### config.mk
export PLATFORM = sky130hd
export DESIGN_NAME = mbist_march
export DESIGN_NICKNAME = d
export VERILOG_FILES = /design/src/rtl/mbist_pkg.sv /design/src/rtl/mbist_datagen.sv /design/src/rtl/mbist_cmp.sv /design/src/rtl/mbist_seq.sv /design/src/rtl/mbist_march.sv
export SDC_FILE = /design/constraint.sdc
export NUM_CORES = 1
export LEC_CHECK = 0
export ABC_CLOCK_PERIOD_IN_PS = 7000
export BUFFER_PORTS_ARGS = -buffer_cell sky130_fd_sc_hd__buf_4
export CAP_MARGIN = 15
export CORE_UTILIZATION = 55
export DETAILED_ROUTE_END_ITERATION = 8
export GPL_TIMING_DRIVEN = 0
export HOLD_SLACK_MARGIN = 0.12
export PLACE_DENSITY = 0.77
export SETUP_SLACK_MARGIN = 0.4
export SYNTH_ARGS = -nofsm -noshare
export SYNTH_HDL_FRONTEND = slang
export SYNTH_SLANG_ARGS = --single-unit
### constraint.sdc
create_clock -name clk -period 7 [get_ports clk]
set_clock_uncertainty 0.1 [all_clocks]
set_input_delay 0.35 -clock clk [delete_from_list [all_inputs] [get_ports clk]]
set_output_delay 0.35 -clock clk [all_outputs]
set_load 0.05 [all_outputs]
### src/rtl/mbist_pkg.sv
package mbist_pkg;

  typedef logic [1:0] op_t;

  localparam op_t OP_RD = 2'd0;  // read and compare against current background
  localparam op_t OP_WC = 2'd1;  // write complement of current background
  localparam op_t OP_W0 = 2'd2;  // write background polarity 0
  localparam op_t OP_W1 = 2'd3;  // write background polarity 1

  localparam logic [1:0] ALG_CHECKER = 2'd0;
  localparam logic [1:0] ALG_MARCH   = 2'd1;

  typedef struct packed {
    logic            fin;      // final element of the algorithm
    logic            down;     // descending address order
    logic [1:0]      last_op;  // index of the last operation per address
    op_t  [3:0]      ops;      // ops[0] is issued first
  } elem_t;

  function automatic elem_t mk_elem(input logic fin, input logic down,
                                    input logic [1:0] last_op,
                                    input op_t o0, input op_t o1,
                                    input op_t o2, input op_t o3);
    elem_t e;
    e.fin     = fin;
    e.down    = down;
    e.last_op = last_op;
    e.ops[0]  = o0;
    e.ops[1]  = o1;
    e.ops[2]  = o2;
    e.ops[3]  = o3;
    return e;
  endfunction

  function automatic elem_t elem_lookup(input logic [1:0] alg, input logic [2:0] idx);
    elem_t e;
    if (alg == ALG_MARCH) begin
      case (idx)
        3'd0:    e = mk_elem(1'b0, 1'b0, 2'd0, OP_W0, OP_RD, OP_RD, OP_RD);
        3'd1:    e = mk_elem(1'b0, 1'b0, 2'd1, OP_RD, OP_WC, OP_RD, OP_RD);
        3'd2:    e = mk_elem(1'b0, 1'b0, 2'd0, OP_RD, OP_RD, OP_RD, OP_RD);
        3'd3:    e = mk_elem(1'b0, 1'b0, 2'd3, OP_RD, OP_WC, OP_RD, OP_WC);
        3'd4:    e = mk_elem(1'b0, 1'b1, 2'd1, OP_RD, OP_WC, OP_RD, OP_RD);
        3'd5:    e = mk_elem(1'b0, 1'b1, 2'd3, OP_RD, OP_WC, OP_RD, OP_WC);
        default: e = mk_elem(1'b1, 1'b1, 2'd0, OP_RD, OP_RD, OP_RD, OP_RD);
      endcase
    end else begin
      // checkerboard and solid share one element list; only the pattern differs
      case (idx)
        3'd0:    e = mk_elem(1'b0, 1'b0, 2'd0, OP_W0, OP_RD, OP_RD, OP_RD);
        3'd1:    e = mk_elem(1'b0, 1'b0, 2'd0, OP_RD, OP_RD, OP_RD, OP_RD);
        3'd2:    e = mk_elem(1'b0, 1'b0, 2'd0, OP_W1, OP_RD, OP_RD, OP_RD);
        default: e = mk_elem(1'b1, 1'b0, 2'd0, OP_RD, OP_RD, OP_RD, OP_RD);
      endcase
    end
    return e;
  endfunction

endpackage

### src/rtl/mbist_datagen.sv
module mbist_datagen #(
  parameter int DATA_W = 8
) (
  input  logic              addr_lsb,
  input  logic              chk_mode,
  input  logic              pol,
  output logic [DATA_W-1:0] word
);
  for (genvar i = 0; i < DATA_W; i++) begin : g_bit
    if (i % 2 == 1) begin : g_odd
      assign word[i] = (chk_mode & ~addr_lsb) ^ pol;
    end else begin : g_even
      assign word[i] = (chk_mode & addr_lsb) ^ pol;
    end
  end
endmodule

### src/rtl/mbist_cmp.sv
module mbist_cmp #(
  parameter int AW     = 4,
  parameter int DATA_W = 8,
  parameter int RD_LAT = 2
) (
  input  logic              clk,
  input  logic              rst,
  input  logic              clr,
  input  logic              in_vld,
  input  logic [DATA_W-1:0] in_exp,
  input  logic [AW-1:0]     in_addr,
  input  logic [DATA_W-1:0] rdata,
  output logic              pend,
  output logic              fail,
  output logic [AW-1:0]     fail_addr
);
  logic [RD_LAT-1:0] vld_p;
  logic [DATA_W-1:0] exp_p  [RD_LAT];
  logic [AW-1:0]     addr_p [RD_LAT];
  logic              mismatch;

  for (genvar g = 0; g < RD_LAT; g++) begin : g_stage
    always_ff @(posedge clk) begin
      if (rst) begin
        vld_p[g]  <= 1'b0;
        exp_p[g]  <= '0;
        addr_p[g] <= '0;
      end else if (g == 0) begin
        vld_p[g]  <= in_vld;
        exp_p[g]  <= in_exp;
        addr_p[g] <= in_addr;
      end else begin
        vld_p[g]  <= vld_p[(g == 0) ? 0 : g-1];
        exp_p[g]  <= exp_p[(g == 0) ? 0 : g-1];
        addr_p[g] <= addr_p[(g == 0) ? 0 : g-1];
      end
    end
  end

  assign pend     = |vld_p;
  assign mismatch = vld_p[RD_LAT-1] && (rdata != exp_p[RD_LAT-1]);

  always_ff @(posedge clk) begin
    if (rst || clr) begin
      fail      <= 1'b0;
      fail_addr <= '0;
    end else if (mismatch && !fail) begin
      fail      <= 1'b1;
      fail_addr <= addr_p[RD_LAT-1];
    end
  end
endmodule

### src/rtl/mbist_seq.sv
module mbist_seq
  import mbist_pkg::*;
#(
  parameter int DEPTH = 16,
  parameter int AW    = 4
) (
  input  logic          clk,
  input  logic          rst,
  input  logic          start,
  input  logic [1:0]    algo_sel,
  input  logic          drained,
  output logic          start_acc,
  output logic          busy,
  output logic          done,
  output logic          op_vld,
  output logic          op_we,
  output logic [AW-1:0] op_addr,
  output logic          op_pol,
  output logic          chk_mode
);
  typedef enum logic [1:0] {S_IDLE, S_RUN, S_DRAIN} state_e;

  localparam logic [AW-1:0] ADDR_MAX = AW'(DEPTH - 1);

  state_e     state_q;
  logic [1:0] algo_q;
  logic [2:0] elem_q;
  logic [1:0] opi_q;
  logic [AW-1:0] addr_q;
  logic       pol_elem_q, pol_q;
  logic       busy_q, done_q;

  elem_t desc, desc_nx;
  op_t   op;
  logic  pol_new, last_op, last_addr;

  always_comb begin
    desc      = elem_lookup(algo_q, elem_q);
    desc_nx   = elem_lookup(algo_q, 3'(elem_q + 3'd1));
    op        = desc.ops[opi_q];
    case (op)
      OP_WC:   pol_new = ~pol_q;
      OP_W0:   pol_new = 1'b0;
      OP_W1:   pol_new = 1'b1;
      default: pol_new = pol_q;
    endcase
    last_op   = (opi_q == desc.last_op);
    last_addr = desc.down ? (addr_q == '0) : (addr_q == ADDR_MAX);
  end

  assign start_acc = start && !busy_q;
  assign busy      = busy_q;
  assign done      = done_q;
  assign op_vld    = (state_q == S_RUN);
  assign op_we     = (op != OP_RD);
  assign op_addr   = addr_q;
  assign op_pol    = (op == OP_RD) ? pol_q : pol_new;
  assign chk_mode  = (algo_q == ALG_CHECKER);

  always_ff @(posedge clk) begin
    if (rst) begin
      state_q    <= S_IDLE;
      algo_q     <= '0;
      elem_q     <= '0;
      opi_q      <= '0;
      addr_q     <= '0;
      pol_elem_q <= 1'b0;
      pol_q      <= 1'b0;
      busy_q     <= 1'b0;
      done_q     <= 1'b0;
    end else begin
      case (state_q)
        S_IDLE: begin
          if (start) begin
            state_q    <= S_RUN;
            busy_q     <= 1'b1;
            done_q     <= 1'b0;
            algo_q     <= algo_sel;
            elem_q     <= '0;
            opi_q      <= '0;
            addr_q     <= '0;
            pol_elem_q <= 1'b0;
            pol_q      <= 1'b0;
          end
        end
        S_RUN: begin
          if (!last_op) begin
            opi_q <= 2'(opi_q + 2'd1);
            pol_q <= pol_new;
          end else begin
            opi_q <= '0;
            if (!last_addr) begin
              addr_q <= desc.down ? AW'(addr_q - 1'b1) : AW'(addr_q + 1'b1);
              pol_q  <= pol_elem_q;
            end else begin
              pol_elem_q <= pol_new;
              pol_q      <= pol_new;
              if (desc.fin) begin
                state_q <= S_DRAIN;
              end else begin
                elem_q <= 3'(elem_q + 3'd1);
                addr_q <= desc_nx.down ? ADDR_MAX : '0;
              end
            end
          end
        end
        default: begin
          if (drained) begin
            state_q <= S_IDLE;
            busy_q  <= 1'b0;
            done_q  <= 1'b1;
          end
        end
      endcase
    end
  end
endmodule

### src/rtl/mbist_march.sv
module mbist_march #(
  parameter int DEPTH  = 16,
  parameter int DATA_W = 8,
  parameter int RD_LAT = 2,
  localparam int AW    = $clog2(DEPTH)
) (
  input  logic              clk,
  input  logic              rst,
  input  logic              start,
  input  logic [1:0]        algo_sel,
  output logic              mem_en,
  output logic              mem_we,
  output logic [AW-1:0]     mem_addr,
  output logic [DATA_W-1:0] mem_wdata,
  input  logic [DATA_W-1:0] mem_rdata,
  output logic              busy,
  output logic              done,
  output logic              pass,
  output logic [AW-1:0]     fail_addr
);
  logic              start_acc, drained;
  logic              op_vld, op_we, op_pol, chk_mode;
  logic [AW-1:0]     op_addr;
  logic [DATA_W-1:0] word;
  logic              chk_vld;
  logic [DATA_W-1:0] chk_exp;
  logic              cmp_pend, cmp_fail;

  mbist_seq #(.DEPTH(DEPTH), .AW(AW)) u_seq (
    .clk(clk), .rst(rst), .start(start), .algo_sel(algo_sel), .drained(drained),
    .start_acc(start_acc), .busy(busy), .done(done),
    .op_vld(op_vld), .op_we(op_we), .op_addr(op_addr), .op_pol(op_pol),
    .chk_mode(chk_mode)
  );

  mbist_datagen #(.DATA_W(DATA_W)) u_gen (
    .addr_lsb(op_addr[0]), .chk_mode(chk_mode), .pol(op_pol), .word(word)
  );

  always_ff @(posedge clk) begin
    if (rst) begin
      mem_en    <= 1'b0;
      mem_we    <= 1'b0;
      mem_addr  <= '0;
      mem_wdata <= '0;
      chk_vld   <= 1'b0;
      chk_exp   <= '0;
    end else begin
      mem_en    <= op_vld;
      mem_we    <= op_vld && op_we;
      mem_addr  <= op_vld ? op_addr : '0;
      mem_wdata <= (op_vld && op_we) ? word : '0;
      chk_vld   <= op_vld && !op_we;
      chk_exp   <= word;
    end
  end

  mbist_cmp #(.AW(AW), .DATA_W(DATA_W), .RD_LAT(RD_LAT)) u_cmp (
    .clk(clk), .rst(rst), .clr(start_acc),
    .in_vld(chk_vld), .in_exp(chk_exp), .in_addr(mem_addr), .rdata(mem_rdata),
    .pend(cmp_pend), .fail(cmp_fail), .fail_addr(fail_addr)
  );

  assign drained = !cmp_pend && !mem_en;
  assign pass    = done && !cmp_fail;
endmodule

==> results of run 1 <==
## per-stage QoR
step | utilization [%] | setup slack, ns | cells | hold slack (ns) | area [um^2]
after CTS | 67.8 | 3.94 | 331 | 0.146 | 2750
final | 67.8 | 3.92 | 331 | 0.147 | 2750
after global placement | 65.2 | 4.00 | 324 | 0.315 | 2640
after global routing | 67.8 | 3.61 | 331 | 0.144 | 2750
after floorplan | - | 4.25 | 242 | 0.314 | 2340
after detailed placement | 65.2 | 3.95 | 324 | 0.324 | 2640
## synth_stat cells, types with 3 or more instances
library cell | instances | area, um^2
a21oi_1 | 9 | 45.0
a31oi_1 | 4 | 25.0
buf_4 | 7 | 52.6
dfxtp_1 | 47 | 941
ha_1 | 9 | 113
inv_1 | 14 | 52.6
mux2i_1 | 13 | 130
nand2_1 | 10 | 37.5
nand2b_1 | 3 | 18.8
nand3_1 | 6 | 30.0
nor2_1 | 21 | 78.8
nor2b_1 | 18 | 113
nor3_1 | 5 | 25.0
nor4_1 | 4 | 25.0
o21ai_0 | 8 | 40.0
o22ai_1 | 4 | 25.0
or3_1 | 3 | 18.8
## worst max path at each step
| stage | to | slack, ns | cells past startpoint |
|---|---|---|---|
| after CTS | u_seq.op_addr[3] | 3.94 | 12 |
| after floorplan | u_seq.op_addr[3] | 4.25 | 12 |
| after global routing | u_seq.op_addr[3] | 3.61 | 12 |
| final | u_seq.op_addr[3] | 3.92 | 12 |
| after global placement | u_seq.op_addr[3] | 4.00 | 12 |
| after detailed placement | u_seq.op_addr[3] | 3.95 | 12 |
## cells by family (layout without fill, tap and decap cells)
group | after synthesis | in the layout | share of synthesized area [%]
muxes | 16 | 16 | 7.48
AOI/OAI and AO/OA | 49 | 49 | 16.2
buffers and inverters | 26 | 65 | 5.93
DFF | 47 | 47 | 40.2
and+or+nand+nor | 90 | 90 | 22.7
xor gates and xnor gates | 4 | 4 | 1.82
adders and majority gates | 10 | 10 | 5.67
## power by group through the flow
stage	Combinational [W]	Sequential, W	Clock, W
2_1_floorplan	0.0000303	0.000288	0
3_3_place_gp	0.0000517	0.000283	0
3_5_place_dp	0.0000523	0.000283	0
4_1_cts	0.0000524	0.000277	0.000197
5_1_grt	0.0000563	0.000278	0.000207
6_report	0.0000524	0.000277	0.000193
## area by class of cell
| class | count | area, um^2 |
|---|---|---|
| inverters | 15 | 56.3 |
| plain buffers | 11 | 82.6 |
| well taps | 50 | 62.6 |
| multi-input cells | 169 | 1260 |
| repair buffers | 32 | 240 |
| fillers | 324 | 1310 |
| clock inverters | 2 | 37.5 |
| clock buffers | 5 | 68.8 |
| flip-flops and latches | 47 | 941 |
## critical path, delay by kind of cell (launching register included)
kind / cells / cell delay (ns)
multiplexers: 1 / 0.14
AND/OR/NAND/NOR: 2 / 0.35
adder cells (fa/ha/maj): 2 / 0.61
flip-flops: 1 / 0.40
buffers and inverters: 2 / 0.32
AO/OA/AOI/OAI: 5 / 1.10
## routing by layer
metal	part of all wire [%]	routed length [um]	up-vias	global-route usage (%)
met5	0	0	-	0
met4	1.6	72	0	7.71
met3	3.4	151	8	5.07
met2	46	2060	35	33.1
met1	49	2190	856	28.1
li1	-	-	934	-
## sequential cells by signal (all words and copies together), names as in the netlist, 2 cells and up
register / cells
u_seq.state_q: 2
mem_addr: 4
chk_exp: 2
u_seq.opi_q: 2
u_seq.algo_q: 2
mem_wdata: 2
u_cmp.exp_p: 4
u_seq.op_addr: 4
u_cmp.vld_p: 2
u_cmp.addr_p: 8
u_seq.elem_q: 3
u_cmp.fail_addr: 4
==> results.yml, run 1 <==
worst_setup_path:
  slowest_delay_ns: 0.40
  critPathKind: "flop to flop"
  ff2ff_path_depth: 12
  required_ns: 7.13
  cp-end-kind: "flop"
  startpoint: "u_seq.elem_q[0]"
  cp-start-kind: "flop"
  arrival_ns: 3.21
  crit_slowest_cell: "dfxtp_1"
  crit_path_max_fanout: 7
  r2r-start: "u_seq.elem_q[0]"
  worst-r2r-setup-slack_ns: 3.92
  reg2reg_to: "u_seq.op_addr[3]"
  path_cells: "inv_1 -> ha_1 -> or2_4 -> o221ai_4 -> inv_1 -> ha_1 -> a21o_2 -> a21oi_1 -> nor2_1 -> a31oi_1 -> o2111ai_1 -> mux2i_1"
detailed_routing:
  drt_iter0_markers: 89
  firstDrtPassIters: 6
  num_vias: 1833
  viasPerCell: 5.54
  wl_um: 4480
  postRouteAntennaNets: 0
  drc: 0
  wl_per_cell_um: 13.5
worst_hold_path:
  hold_depth: 2
  hold_path_class: "primary input to flop"
  hold_end: "u_cmp.addr_p[1][2]"
  hp-start: "rst"
placement:
  place.detailed.hpwl_um: 3350
  io_buffer_count: 32
  gp_congestion: 0.822
clock_network:
  postCtsHoldBufs: 0
  clkLatencyLatePin_ns: 0.30
  cts_root_buffer: "clkbuf_8"
  post_cts_buffers: 0
  cts_buffers: 5
  cts_buffer_depth: 2
  htreeDepth: 2
  postCtsResizedCells: 0
  cts_tree: "yes"
  clk_pin_slew_ns: 0.08
  clock_sinks: 47
power:
  p_clk_share_pct: 36.9
  cellLeakagePower_nw: 1.18
  power_density_mw_per_mm2: 190
  p_seq_share_pct: 53.0
  swShare_pct: 23.8
  power_frac_comb_pct: 10.0
  p_switching_w: 0.000124
  fin_total_pwr_w: 0.000522
  vdd.ir_drop.worst_mv: 0.130
  internal-power_w: 0.000398
cells_and_area:
  drive_above_1_share_pct: 25.3
  layout_common_cells: "dfxtp_1 (47), buf_4 (39), nor2_1 (21)"
  fin_nets: 304
  layout_commonest_cell: "dfxtp_1"
  syn_to_final_growth_pct: 17.5
  n_antenna_cell: 0
sta:
  slew_headroom_pct: 62.6
  period_share_pct: 44.0
  slew_viol_final: 0
  final.setup.tns_ns: 0
  tightestPinTransition_ns: 0.555
  post-route-min-period_ns: 3.08
  max_freq_mhz: 325
  hold_viol: 0
  rsz0062_at_grt: "no"
  setup_violations: 0
synthesis:
  synth_edf_count: 0
  synth-warning-count: 0
  yosysUniqueCellTypes: 64
  netlist_area_mm2: 0.00234
  syn_nets: 265
  avgSynthCellArea_um2: 9.67
  synth_top_flop_cell: "dfxtp_1"
  ys_ff_latch: 47
  syn_inst: 242
  yosysSeqAreaShare_pct: 40.2
  synthArstFlopShare_pct: 0
die:
  placementRows: 23
  coreArea_mm2: 0.00406
  dieHeight_um: 67.2
  dieArea_mm2: 0.00452
  fp.dieW_um: 67.2
  initial_core_util_pct: 57.7
  io_pins: 34
global_routing:
  grt-ovfl-total: 0
  grt_max_degree: 15
  grt_pass1_vias: 1555
  grt_pass1_wl_um: 7090
  grt_antenna_before_repair: 0
  grt_use_total_pct: 21.2
job:
  drv_cap: 0
run_status:
  status: "completed"
No activity file was read; power rests on OpenSTA's default activity.
==> run 2: changes to the inputs <==
--- a/config.mk
+++ b/config.mk
@@ -5,7 +5,8 @@
 export SDC_FILE = /design/constraint.sdc
 export NUM_CORES = 1
 export LEC_CHECK = 0
-export ABC_CLOCK_PERIOD_IN_PS = 7000
+export ABC_AREA = 1
+export ABC_CLOCK_PERIOD_IN_PS = 3000
 export BUFFER_PORTS_ARGS = -buffer_cell sky130_fd_sc_hd__buf_4
 export CAP_MARGIN = 15
 export CORE_UTILIZATION = 55
==> constraint.sdc (replaced) <==
create_clock -name clk -period 3 [get_ports clk]
set_clock_uncertainty 0.1 [all_clocks]
set_input_delay 0.15 -clock clk [delete_from_list [all_inputs] [get_ports clk]]
set_output_delay 0.15 -clock clk [all_outputs]
set_load 0.05 [all_outputs]
==> run 2 against run 1 <==
- first-iteration DRC count grew 55%
- non-clock buffer count rose by 5
- synthesized cell count up 30%
- combinational power increased to 18 times the previous value
==> results.yml, run 2 <==
synthesis:
  yosysMostFrequentCell: "nand2_1"
  synth_simple_gate_area_share_pct: 35.2
  yosysSeqAreaShare_pct: 39.8
  ys_ff_latch: 47
  synth_edf_count: 0
  yosysUniqueCellTypes: 34
  synth-warning-count: 0
  synth_area_leaders: "dfxtp_1 (40%), nand2_1 (10%), inv_1 (6.7%)"
  synthAdderAreaFrac_pct: 5.61
  yosysTopAreaCell: "dfxtp_1"
  synth_xor_area_share_pct: 1.11
  avgSynthCellArea_um2: 7.52
  yosysTopAreaCellShare_pct: 39.8
  synth_compound_area_share_pct: 8.16
  synth_top_cells_by_count: "nand2_1 (66), dfxtp_1 (47), inv_1 (42), nor2_1 (41), a21oi_1 (18)"
  synthMuxAreaShare_pct: 0
  syn_inst: 314
  synth_top_family_by_area: "simple AND/OR/NAND/NOR gates"
  synthArstFlopShare_pct: 0
  synth_top_flop_cell: "dfxtp_1"
  syn_nets: 337
  netlist_area_mm2: 0.00236
clock_network:
  cts_buffers: 5
  clk_pin_slew_ns: 0.09
  clkLatencyLatePin_ns: 0.31
  htreeDepth: 2
  cts_buffer_depth: 2
  cts_tree: "yes"
  clock_sinks: 47
  cts_root_buffer: "clkbuf_8"
global_routing:
  grt_use_total_pct: 23.0
  grt_antenna_before_repair: 0
  grt_pass1_wl_um: 7710
  grt_max_degree: 17
  grt-ovfl-total: 0
  grt_pass1_vias: 1730
job:
  drv_cap: 0
power:
  cellLeakagePower_nw: 1.30
  vdd.ir_drop.worst_mv: 0.615
  power_density_mw_per_mm2: 772
sta:
  tightestPinTransition_ns: 0.555
  hold_viol: 0
  setup_violations: 0
  post-route-min-period_ns: 2.42
  slew_viol_final: 0
  final.setup.tns_ns: 0
  holdWs_ns: 0.219
  slew_headroom_pct: 62.6
  max_freq_mhz: 414
  period_share_pct: 80.6
  rsz0062_at_grt: "no"
detailed_routing:
  drc: 0
  drt_iter0_markers: 138
  firstDrtPassIters: 4
  viasPerCell: 4.91
  wl_um: 4650
  wl_per_cell_um: 11.3
  num_vias: 2020
  postRouteAntennaNets: 0
worst_setup_path:
  crit_path_max_fanout: 5
  arrival_ns: 2.52
  critPathKind: "flop to flop"
  required_ns: 3.10
  cp-end-kind: "flop"
  cp-start-kind: "flop"
cells_and_area:
  syn_to_final_growth_pct: 20.5
  final_util_pct: 70.2
  layout_commonest_cell: "nand2_1"
  n_antenna_cell: 0
  regMostFlops: "u_cmp.addr_p"
  largest_reg_flops: 8
  fin_nets: 383
  drive_above_1_share_pct: 23.8
  layout_common_cells: "nand2_1 (66), dfxtp_1 (44), buf_4 (42)"
  instances_no_fill: 411
die:
  placementRows: 23
  dieHeight_um: 67.5
  dieArea_mm2: 0.00456
  fp.dieW_um: 67.5
  initial_core_util_pct: 58.2
  io_pins: 34
  coreArea_mm2: 0.00406
placement:
  io_buffer_count: 33
  place.detailed.hpwl_um: 3600
  dp.cells: 397
  gp_congestion: 0.880
run_status:
  status: "completed"
worst_hold_path:
  hold_path_class: "primary input to flop"
run 2: changes by cell type in the layout (fill, tap and decap cells not counted), moves of 5 or more:
cell	before	now
nor2_2	0	5
nand3_1	6	16
nand4_1	1	11
nor2b_1	18	0
inv_1	14	40
a21oi_1	9	18
inv_2	0	7
nor2_1	21	41
mux2i_1	13	0
nand2_1	10	66
run 2: worst paths after layout:
check / from / endpoint / slack, ns / cells after the start
min reg2reg: chk_exp[6] / u_cmp.exp_p[0][6] / 0.31 / 2
max reg2reg: u_seq.elem_q[0] / u_seq.op_addr[3] / 0.58 / 15
min: start / u_seq.done / 0.22 / 4
max: u_seq.elem_q[0] / u_seq.op_addr[3] / 0.58 / 15
run 2: per-stage QoR:
| stage | total power (W) | worst slack, ns | instance area [um^2] |
|---|---|---|---|
| finish | 0.00220 | 0.583 | 2850 |
| global route | 0.00234 | 0.423 | 2850 |
| CTS | 0.00218 | 0.439 | 2820 |
| detailed placement | 0.00170 | 0.398 | 2670 |
| global placement | 0.00168 | 0.495 | 2670 |
| floorplan | 0.00150 | 0.682 | 2360 |
run 2: layout make-up:
| cell class | instances | area [um^2] |
|---|---|---|
| fillers | 345 | 1210 |
| multi-input cells | 210 | 1180 |
| flip-flops and latches | 47 | 945 |
| repair buffers | 39 | 300 |
| inverters | 48 | 183 |
| clock buffers | 5 | 68.8 |
| well taps | 50 | 62.6 |
| plain buffers | 9 | 56.3 |
| clock inverters | 3 | 46.3 |
run 2: timing repair:
| action | in CTS | in global routing |
|---|---|---|
| setup endpoints to repair | 1 | 2 |
| hold buffers | 3 | 0 |
| gates resized for setup | 1 | 5 |
| endpoints found under the hold margin | 6 | 0 |
| setup buffers | 0 | 3 |
| pin swaps | 0 | 1 |
run 2: cell families (layout without fill, tap and decap cells):
kind of cell / after synthesis / in the layout
and+or+nand+nor: 166 / 166
adders and majority gates: 10 / 10
DFF: 47 / 47
buffers and inverters: 57 / 104
AOI/OAI and AO/OA: 31 / 31
xor gates and xnor gates: 3 / 3
run 2: critical path, stage by stage (launching register included):
cell and delay [ns]:
dfxtp_2 0.34, ha_1 0.23, ha_1 0.20, inv_1 0.09, nand3_4 0.11, o21ai_4 0.11
nand2_4 0.09, inv_2 0.09, ha_1 0.26, nand2_1 0.07, nand2_1 0.04, a31oi_1 0.18
nand3b_1 0.13, nand3_1 0.08, a21oi_1 0.13, nor2_1 0.06
run 2: report_power, final:
group          internal (W)  leakage [nW]  total (W)  switching, W
clock              0.000251        0.0548   0.000475      0.000224
sequential         0.000712         0.383   0.000783     0.0000703
combinational      0.000317         0.866   0.000939      0.000623
run 2: per-layer routing:
layer	routed length (um)	track usage, %	vias to the layer above	part of all wire (%)
met5	0	0	-	0
li1	-	-	1081	-
met4	87	10.1	0	1.9
met2	2180	37.4	45	47
met3	260	4.56	10	5.6
met1	2120	29.3	884	46
==> run 3: changes to the inputs <==
--- a/config.mk
+++ b/config.mk
@@ -6,7 +6,7 @@
 export NUM_CORES = 1
 export LEC_CHECK = 0
 export ABC_AREA = 1
-export ABC_CLOCK_PERIOD_IN_PS = 3000
+export ABC_CLOCK_PERIOD_IN_PS = 2350
 export BUFFER_PORTS_ARGS = -buffer_cell sky130_fd_sc_hd__buf_4
 export CAP_MARGIN = 15
 export CORE_UTILIZATION = 55
==> constraint.sdc (replaced) <==
create_clock -name clk -period 2.35 [get_ports clk]
set_clock_uncertainty 0.1 [all_clocks]
set_input_delay 0.1175 -clock clk [delete_from_list [all_inputs] [get_ports clk]]
set_output_delay 0.1175 -clock clk [all_outputs]
set_load 0.05 [all_outputs]
==> run 3 against run 2 <==
- critical path depth stayed put
- core utilization grew 6.5 points
- cell area rose by 9.3%
- maximum frequency up 10%
- critical endpoint unchanged
- cell count increased by 2.7%
- first-iteration DRC count is 13% lower
==> results.yml, run 3 (synthesis results as in run 2) <==
run_status:
  status: "completed"
cells_and_area:
  layout_commonest_cell: "nand2_1"
  regMostFlops: "u_cmp.addr_p"
  largest_reg_flops: 8
  layout_common_cells: "nand2_1 (60), buf_4 (51), dfxtp_1 (44)"
  n_antenna_cell: 0
  syn_to_final_growth_pct: 31.7
  drive_above_1_share_pct: 32.5
  fin_nets: 395
worst_hold_path:
  hold_depth: 4
  hold_path_class: "primary input to flop"
clock_network:
  clock_sinks: 47
  cts_buffer_depth: 2
  htreeDepth: 2
  cts_tree: "yes"
  cts_root_buffer: "clkbuf_8"
  clk_pin_slew_ns: 0.08
  cts_buffers: 5
  clkLatencyLatePin_ns: 0.30
die:
  initial_core_util_pct: 58.2
  fp.dieW_um: 67.5
  coreArea_mm2: 0.00406
  io_pins: 34
  dieArea_mm2: 0.00456
  dieHeight_um: 67.5
  placementRows: 23
sta:
  tightestPinTransition_ns: 0.580
  rsz0062_at_grt: "yes"
  slew_viol_final: 0
  slew_headroom_pct: 61.0
  hold_viol: 0
  post-route-min-period_ns: 2.19
  final.setup.tns_ns: 0
  setup_violations: 0
  max_freq_mhz: 456
  period_share_pct: 93.3
global_routing:
  grt_antenna_before_repair: 0
  grt_pass1_wl_um: 8030
  grt-ovfl-total: 0
  grt_pass1_vias: 1789
  grt_max_degree: 15
  grt_use_total_pct: 24.0
worst_setup_path:
  crit_slowest_cell: "dfxtp_4"
  cp-start-kind: "flop"
  path_cells: "inv_6 -> ha_4 -> nor2_4 -> nand3_4 -> o21ai_4 -> nand2_4 -> inv_4 -> ha_4 -> nand2_2 -> nand2_2 -> a31oi_4 -> nand3b_1 -> nand3_1 -> a21oi_1 -> nor2_1"
  required_ns: 2.45
  cp-end-kind: "flop"
  slowest_delay_ns: 0.40
  critPathKind: "flop to flop"
  ff2ff_path_depth: 15
  crit_path_max_fanout: 5
  arrival_ns: 2.29
placement:
  gp_congestion: 0.823
  place.detailed.hpwl_um: 3770
  io_buffer_count: 33
detailed_routing:
  drc: 0
  postRouteAntennaNets: 0
  wl_um: 5110
  wl_per_cell_um: 12.1
  firstDrtPassIters: 4
  viasPerCell: 5.00
  num_vias: 2109
  drt_iter0_markers: 120
power:
  vdd.ir_drop.worst_mv: 0.698
  fin_total_pwr_w: 0.00288
  power_density_mw_per_mm2: 927
  cellLeakagePower_nw: 1.38
job:
  drv_cap: 0
==> run 3: through the flow <==
step	worst slack [ns]	area, um^2	hold WS (ns)	std cells	util, %
finish	0.158	3110	0.180	422	76.7
global route	0.0420	3110	0.198	422	76.7
CTS	0.160	2910	0.187	412	71.7
detailed placement	0.0378	2750	0.294	397	67.7
global placement	0.0915	2750	0.291	397	67.7
floorplan	0.235	2440	0.209	314	-
==> run 3: cell type report <==
type                       count  area, um^2
inverter                      48         198
sequential                    47         950
timing repair buffer          51         402
tap                           50        62.6
clock buffer                   5        68.8
multi-input combinational    210        1360
clock inverter                 2        13.8
buffer                         9        56.3
fill                         295         947
==> run 3: where the power goes <==
| part | switching, W | leakage, nW | total (W) | internal [W] |
|---|---|---|---|---|
| combinational | 0.000874 | 0.949 | 0.00140 | 0.000521 |
| sequential | 0.000106 | 0.384 | 0.00102 | 0.000911 |
| clock | 0.000267 | 0.0440 | 0.000471 | 0.000203 |
==> run 3: worst paths after layout <==
| path | start | to | slack [ns] |
|---|---|---|---|
| worst max register to register | u_seq.elem_q[0] | u_seq.op_addr[3] | 0.16 |
| worst max-delay path | u_seq.elem_q[0] | u_seq.op_addr[3] | 0.16 |
| worst min-delay path | start | u_seq.done | 0.18 |
| worst min register to register | chk_vld | u_cmp.vld_p[0] | 0.31 |
==> run 3: layer usage <==
layer / share of wire, % / wire (um) / global-route usage (%)
met1: 46 / 2350 / 31.2
met2: 49 / 2490 / 38.5
met3: 3.9 / 200 / 5.57
met4: 1.3 / 65 / 8.24
met5: 0 / 0 / 0
==> run 3: worst max-delay path: cells and delay by family (launching register included) <==
family                   cells  cell delay, ns
buffers and inverters        2            0.13
AO/OA/AOI/OAI                3            0.38
AND/OR/NAND/NOR              8            0.70
flip-flops                   1            0.40
adder cells (fa/ha/maj)      2            0.38
==> run 3: timing repair <==
| action | 4_1_cts | 5_1_grt |
|---|---|---|
| gates resized for setup | 3 | 28 |
| endpoints found under the hold margin | 6 | 0 |
| setup endpoints to repair | 3 | 15 |
| buffers inserted | 5 | 10 |
| pin swaps | 6 | 22 |
| hold buffers | 3 | 0 |
